## src/rtl/flagu_pkg.sv

```systemverilog
package flagu_pkg;
    localparam int OP_W = 4;

    typedef enum logic [OP_W-1:0] {
        OP_NOP      = 4'd0,
        OP_ARITH_CY = 4'd1,
        OP_ARITH_NZ = 4'd2,
        OP_COMPARE  = 4'd3,
        OP_BITTEST  = 4'd4,
        OP_SET_CY   = 4'd5,
        OP_CLR_CY   = 4'd6,
        OP_ROT_L    = 4'd7,
        OP_ROT_R    = 4'd8,
        OP_BRANCH   = 4'd9,
        OP_RETURN   = 4'd10
    } flag_op_e;
endpackage

```

## src/rtl/flagu_carry.sv

```systemverilog
module flagu_carry
    import flagu_pkg::*;
#(
    parameter int DATA_W = 4
) (
    input  logic              clk,
    input  logic              rst_n,
    input  logic              upd_en,
    input  flag_op_e          op,
    input  logic              alu_carry,
    input  logic [DATA_W-1:0] acc,
    input  logic              restore,
    input  logic              pop_val,
    output logic              flag_q
);
    localparam int MSB = DATA_W - 1;

    logic nxt;
    logic hit;

    always_comb begin
        nxt = flag_q;
        hit = 1'b0;
        unique case (op)
            OP_ARITH_CY: begin nxt = alu_carry; hit = 1'b1; end
            OP_SET_CY:   begin nxt = 1'b1;      hit = 1'b1; end
            OP_CLR_CY:   begin nxt = 1'b0;      hit = 1'b1; end
            OP_ROT_L:    begin nxt = acc[MSB];  hit = 1'b1; end
            OP_ROT_R:    begin nxt = acc[0];    hit = 1'b1; end
            default:     begin nxt = flag_q;    hit = 1'b0; end
        endcase
    end

    always_ff @(posedge clk or negedge rst_n) begin
        if (!rst_n) begin
            flag_q <= 1'b0;
        end else if (restore) begin
            flag_q <= pop_val;
        end else if (upd_en && hit) begin
            flag_q <= nxt;
        end
    end
endmodule

```

## src/rtl/flagu_status.sv

```systemverilog
module flagu_status
    import flagu_pkg::*;
(
    input  logic     clk,
    input  logic     rst_n,
    input  logic     upd_en,
    input  flag_op_e op,
    input  logic     alu_carry,
    input  logic     alu_nz,
    input  logic     cmp_res,
    input  logic     bit_res,
    input  logic     restore,
    input  logic     pop_val,
    output logic     flag_q
);
    logic nxt;
    logic hit;

    always_comb begin
        nxt = flag_q;
        hit = 1'b0;
        unique case (op)
            OP_ARITH_CY: begin nxt = alu_carry; hit = 1'b1; end
            OP_ARITH_NZ: begin nxt = alu_nz;    hit = 1'b1; end
            OP_COMPARE:  begin nxt = cmp_res;   hit = 1'b1; end
            OP_BITTEST:  begin nxt = bit_res;   hit = 1'b1; end
            OP_BRANCH:   begin nxt = 1'b1;      hit = 1'b1; end
            default:     begin nxt = flag_q;    hit = 1'b0; end
        endcase
    end

    always_ff @(posedge clk or negedge rst_n) begin
        if (!rst_n) begin
            flag_q <= 1'b0;
        end else if (restore) begin
            flag_q <= pop_val;
        end else if (upd_en && hit) begin
            flag_q <= nxt;
        end
    end
endmodule

```

## src/rtl/carry_status_flags.sv

```systemverilog
module carry_status_flags
    import flagu_pkg::*;
#(
    parameter int DATA_W = 4
) (
    input  logic              clk,
    input  logic              rst_n,
    input  logic              instr_done,
    input  logic [OP_W-1:0]   op_cls,
    input  logic              alu_carry,
    input  logic              alu_nonzero,
    input  logic              cmp_result,
    input  logic              bit_result,
    input  logic [DATA_W-1:0] acc_val,
    input  logic              rti_restore,
    input  logic              pop_carry,
    input  logic              pop_status,
    output logic              carry_flag,
    output logic              status_flag,
    output logic              ctx_carry,
    output logic              ctx_status,
    output logic              branch_cond
);
    flag_op_e op_dec;
    logic     ca_q;
    logic     st_q;

    assign op_dec = flag_op_e'(op_cls);

    flagu_carry #(.DATA_W(DATA_W)) u_carry (
        .clk       (clk),
        .rst_n     (rst_n),
        .upd_en    (instr_done),
        .op        (op_dec),
        .alu_carry (alu_carry),
        .acc       (acc_val),
        .restore   (rti_restore),
        .pop_val   (pop_carry),
        .flag_q    (ca_q)
    );

    flagu_status u_status (
        .clk       (clk),
        .rst_n     (rst_n),
        .upd_en    (instr_done),
        .op        (op_dec),
        .alu_carry (alu_carry),
        .alu_nz    (alu_nonzero),
        .cmp_res   (cmp_result),
        .bit_res   (bit_result),
        .restore   (rti_restore),
        .pop_val   (pop_status),
        .flag_q    (st_q)
    );

    assign carry_flag  = ca_q;
    assign status_flag = st_q;
    assign ctx_carry   = ca_q;
    assign ctx_status  = st_q;
    assign branch_cond = st_q;
endmodule

```

## config.mk

```make
export PLATFORM = sky130hd
export DESIGN_NAME = carry_status_flags
export DESIGN_NICKNAME = d
export VERILOG_FILES = /design/src/rtl/flagu_pkg.sv /design/src/rtl/flagu_carry.sv /design/src/rtl/flagu_status.sv /design/src/rtl/carry_status_flags.sv
export SDC_FILE = /design/constraint.sdc
export NUM_CORES = 1
export LEC_CHECK = 0
export BUFFER_PORTS_ARGS = -buffer_cell sky130_fd_sc_hd__buf_4
export CORE_AREA = 5 5 42 44
export DETAILED_ROUTE_END_ITERATION = 16
export DIE_AREA = 0 0 47 49
export PLACE_DENSITY = 0.6
export SYNTH_ARGS = -nofsm -noshare
export SYNTH_HDL_FRONTEND = slang
export SYNTH_SLANG_ARGS = --single-unit
```

## constraint.sdc

```tcl
create_clock -name clk -period 2.8 [get_ports clk]
set_input_delay 0 -clock clk [delete_from_list [all_inputs] [get_ports clk]]
set_output_delay 0 -clock clk [all_outputs]
set_load 0.03 [all_outputs]
```

; Word level (Yosys, flattened, before mapping)
; Index checks and enable logic that the tools add are counted.
[totals]
output_inout_bits = 5
inputBits = 18
reg_bits = 2
[classes]
n_eq_ne = 9
n_reduce_logical = 10
mux = 8
[ops]
columns = op, n
row1 = "4-bit by 3-bit equality test with 1-bit output, second input constant", 4
row2 = 6-bit nonzero test, 2
row3 = 1-bit one-hot mux with 5 select lines, 2
row4 = 5-bit OR reduction, 2
row5 = "4-bit by 2-bit equality test with 1-bit output, second input constant", 2
row6 = "4-bit equality test, second input constant", 2
row7 = 1-bit 2-to-1 mux, 6
row8 = "4-bit by 1-bit equality test with 1-bit output, second input constant", 1
row9 = 2-bit AND reduction, 2
row10 = 2-bit nonzero test, 2
row11 = 1-bit logical AND, 2

; Logic depth before layout (Yosys ltp)
[depth]
ltp_word = 6
depth_mapped = 6
depth_no_buf = 5

; By module
; From an unflattened synthesis, not the netlist that was laid out.
[hier_totals]
hier_cells = 32
hier_area_um2 = 261.5
[modules_own_cells]
columns = mod, seq_area_each_um2, cells_each, area_each_um2, n_inst
row1 = flagu_status, 25.0, 16, 123.9, 1
row2 = flagu_carry, 25.0, 13, 115.1, 1
row3 = carry_status_flags, 0.0, 3, 22.5, 1

; Worst setup path after synthesis
; OpenSTA, ideal clock, no wires.
[synth_timing]
path_kind = register -> register
startpoint = register u_status.flag_q (netlist name)
endpoint = register u_status.flag_q
synth_period_minus_slack_ns = 1.059
arrival_time_ns = 0.920
t_required_ns = 2.661
path_stages_with_launch = 3
setup_slack_ns = 1.741
cell_sequence = dfrtp_1 > o41ai_1 > a41oi_1
[synth_rtl]
columns = element, line_no
row1 = "end signal, assigned", flagu_status.sv:36  ; flag_q <= pop_val;
row2 = "end signal, assigned", flagu_status.sv:38  ; flag_q <= nxt;
row3 = "end, declared", flagu_status.sv:14  ; output logic flag_q

; Worst setup path after layout
[layout_timing]
startpoint = input op_cls[1]
endpoint = register u_carry.flag_q
[layout_between]
elab_chain_len = 6
[layout_lines]
columns = element, line_no
row1 = "start, declared", carry_status_flags.sv:9  ; input logic [OP_W-1:0] op_cls,
row2 = "4-bit by 1-bit equality test with 1-bit output, or another cell as far along", flagu_carry.sv:24  ; unique case (op)
row3 = 5-bit OR reduction (no source line), -
row4 = 1-bit 2-to-1 mux, flagu_carry.sv:24
row5 = 1-bit logical AND, flagu_carry.sv:39  ; end else if (upd_en && hit) begin
row6 = 2-bit nonzero test (no source line), -
row7 = 2-bit AND reduction (no source line), -
row8 = "end signal, assigned", flagu_carry.sv:38  ; flag_q <= pop_val;
row9 = "end signal, assigned", flagu_carry.sv:40  ; flag_q <= nxt;
row10 = "end, declared", flagu_carry.sv:14  ; output logic flag_q
; Parallel ways exist; a longest one is shown, timed or not. The select of a mux whose other input is x is not followed.
; A chain may end at the register's enable or synchronous reset.

==> run_results.csv <==
group,metric,value,unit
sta,rsz0062_at_grt,"false",
route,drc,0,
setup_path,r2r-end,"u_carry.flag_q",
power,leakagePower,0.221,nW
power,seqPwrFrac,19.9,%
setup_path,critical_path.endpoint,"u_carry.flag_q",
logic_synthesis,synth_most_common_cell,"a21oi_1",
logic_synthesis,synth_top_area_cell,"dfrtp_1",
die,io_pins,23,
grt,grt_start_max_net_pins,12,
run,maxCapViolCount,0,
setup_path,required,2.90,ns
grt,grt_pass1_vias,342,
power,clock_power_share,34.8,%
clocking,clockRootBuffer,"clkbuf_4",
logic_synthesis,syn_avg_cell_area,6.56,um2
logic_synthesis,muxShareOfSynthArea,3.39,%
power,p_int,0.119,mW
logic_synthesis,syn_area,295,um2
clocking,htree_levels,1,
setup_path,critPathCaptureType,"flip-flop",
clocking,clk_pin_slew,0.03,ns
worst_hold_path,hold_path.class,"primary input to flip-flop",
logic_synthesis,ys_async_sr_fraction,100,%
logic_synthesis,synthDistinctLibCells,23,
setup_path,reg2reg_slack,1.55,ns
grt,antenna_found_initial,0,
route,vias,395,
cells_and_area,nets,86,
logic_synthesis,synth_compound_area_share,36.0,%
power,peakVddDrop,0.0729,mV
sta,tns,0,ns
route,wl_per_cell,11.2,um
logic_synthesis,synth_fa_ha_area_share,0,%
die,core-area,0.00140,mm2
logic_synthesis,yosys-top-cells-count,"a21oi_1 (6), nand2_1 (5), nor2_1 (4), o21ai_0 (4), buf_4 (3)",
die,fp.dieW,47,um
route,top_layer,"met4",
setup_path,startpoint,"op_cls[1]",
clocking,cts_tree,"done",
sta,setup_viol,0,
logic_synthesis,synth-edff-count,0,
sta,final_max_slew_viol_count,0,
sta,fmax,638,MHz
clocking,cts_made_buffers,3,
placement,place_congestion,0.670,
setup_path,reg2regPathDepth,3,
cells_and_area,seq_area,50.0,um2
cells_and_area,layout-drive-gt1-share,34.8,%
logic_synthesis,ys_ff_latch,2,
logic_synthesis,yosys.area_share.simple,30.5,%
cells_and_area,final_core_util,34.7,%
setup_path,start_kind,"primary input",
sta,hold_viol,0,
power,p_sw_share,34.3,%
cells_and_area,area_growth,64.8,%
setup_path,arrival,1.67,ns
cells_and_area,instances_no_fill,82,
route,avgViaCountPerCell,4.82,
logic_synthesis,synth_top_family_by_area,"compound AO/OA/AOI/OAI gates",
power,combPwrFrac,45.3,%
route,firstDrtPassIters,4,
sta,fin_crit_sh,56.0,%
clocking,clock_path_buffers,2,
logic_synthesis,synth_xor_area_share,0,%
setup_path,regToRegStartpoint,"u_carry.flag_q",
sta,max_slew_margin,80.3,%
route,drt-total-wl,922,um
route,drt-initial-drc-count,1,
route,wl_met2,426,um
placement,dpl.cell_count,76,
setup_path,critical_path_class,"primary input to flip-flop",
route,wl_met1,388,um
logic_synthesis,ys_seq_area_share,16.9,%
die,die_y,49,um
route,ant_nets,0,
logic_synthesis,yosysWarnings,0,
die,dieArea,0.00230,mm2
logic_synthesis,netlist_instances,45,
setup_path,path_max_fanout,11,
cells_and_area,fill_cells,164,
power,switchingPower,0.0623,mW
sta,finalCriticalPeriod,1.57,ns
cells_and_area,diodes,0,
clocking,insertion_delay,0.22,ns
clocking,cts_setup_buffers,0,
clocking,cts.sink_count,2,
placement,port_buffers,20,
logic_synthesis,synth_top_area_share,16.9,%
power,powerDensity,372,mW/mm2
sta,worst_pin_slew,0.295,ns
grt,gr-usage-all-layers,8.50,%
status,status,"complete, no violations",
logic_synthesis,synthFlopType,"dfrtp_1",
logic_synthesis,syn_nets,63,
cells_and_area,multi_input_area,206,um2
grt,grt-ovfl-total,0,
die,start_util,21.1,%
sta,clock_skew,0,ns
grt,grt_pass1_wl,1460,um
die,num_rows,14,
route,wl_met3,92,um
logic_synthesis,synthTopCellsByArea,"dfrtp_1 (17%), a21oi_1 (10%), buf_4 (7.6%)",
## power by group through the flow
stage	combinational (mW)	clock (mW)	sequential (mW)
5_1_grt	0.0895	0.0673	0.0368
4_1_cts	0.0824	0.0656	0.0364
3_5_place_dp	0.0778	0	0.0367
3_3_place_gp	0.0771	0	0.0362
2_1_floorplan	0.0412	0	0.0427
6_report	0.0821	0.0631	0.0361
## worst min path at each step
stage | startpoint | end | slack, ns | cells after the start
2_1_floorplan | rst_n | u_carry.flag_q | -0.30 | 0
3_3_place_gp | rst_n | u_status.flag_q | -0.22 | 1
3_5_place_dp | rst_n | u_status.flag_q | -0.21 | 1
4_1_cts | instr_done | u_status.flag_q | 0.02 | 2
5_1_grt | instr_done | u_status.flag_q | 0.04 | 2
6_report | instr_done | u_status.flag_q | 0.02 | 2
## cells by family (layout without fill, tap and decap cells)
family                 count (synthesis)  in the layout
AND/OR/NAND/NOR                       17             17
buffers and inverters                  7             28
AO/OA/AOI/OAI                         18             18
flip-flops                             2              2
multiplexers                           1              1
## layer usage
| layer | vias to the layer above | GRT usage [%] |
|---|---|---|
| li1 | 202 | - |
| met5 | - | 0 |
| met3 | 2 | 1.48 |
| met2 | 17 | 12.9 |
| met4 | 0 | 5.53 |
| met1 | 174 | 10.5 |
## what timing repair did
item                       4_1_cts  5_1_grt
gates resized for setup          0        0
hold endpoints to repair         3        0
hold buffers                     3        0
setup endpoints to repair        0        0
## final cells by class
cell class | count | area share, %
Clock buffer | 3 | 4.63
Inverter | 2 | 1.54
Multi-Input combinational cell | 36 | 42.4
Sequential cell | 2 | 10.3
Tap cell | 16 | 4.11
Timing Repair Buffer | 23 | 37.0
## worst max-delay path, cell delays in order
cell           delay, ns
buf_4               0.15
or4b_1              0.54
o22ai_1             0.14
o21ai_1             0.08
a21oi_1             0.12
o31ai_1             0.08
dlygate4sd3_1       0.55
## registers in the layout, indices dropped and copies added (netlist names)
register / count
u_carry.flag_q: 1
u_status.flag_q: 1
## cell usage in the layout (no fill, tap or decap)
master         netlist  routed
buf_4                3      20
nor2b_1              1       1
clkbuf_4             0       3
or4b_1               1       1
o21ai_1              2       2
nor2_1               4       4
o41ai_1              1       1
o21ai_0              4       4
dfrtp_1              2       2
nor3b_1              2       2
o31ai_1              1       1
o22ai_1              1       1
nand2b_1             2       2
nand2_1              5       5
dlygate4sd3_1        0       3
nand3b_1             1       1
a211oi_1             1       1
inv_1                2       2
nor3_1               1       1
mux2i_1              1       1
a41oi_1              1       1
a21oi_1              6       6
a21o_1               1       1
## through the flow
stage	hold slack [ns]	power (mW)	setup slack, ns	cell area, um2
CTS	0.0220	0.184	1.24	487
global route	0.0390	0.194	1.06	487
detailed placement	-0.211	0.115	1.54	434
floorplan	-0.296	0.0839	1.74	295
finish	0.0175	0.181	1.23	487
global placement	-0.216	0.113	1.55	434
(Power assumes the default switching activity.)
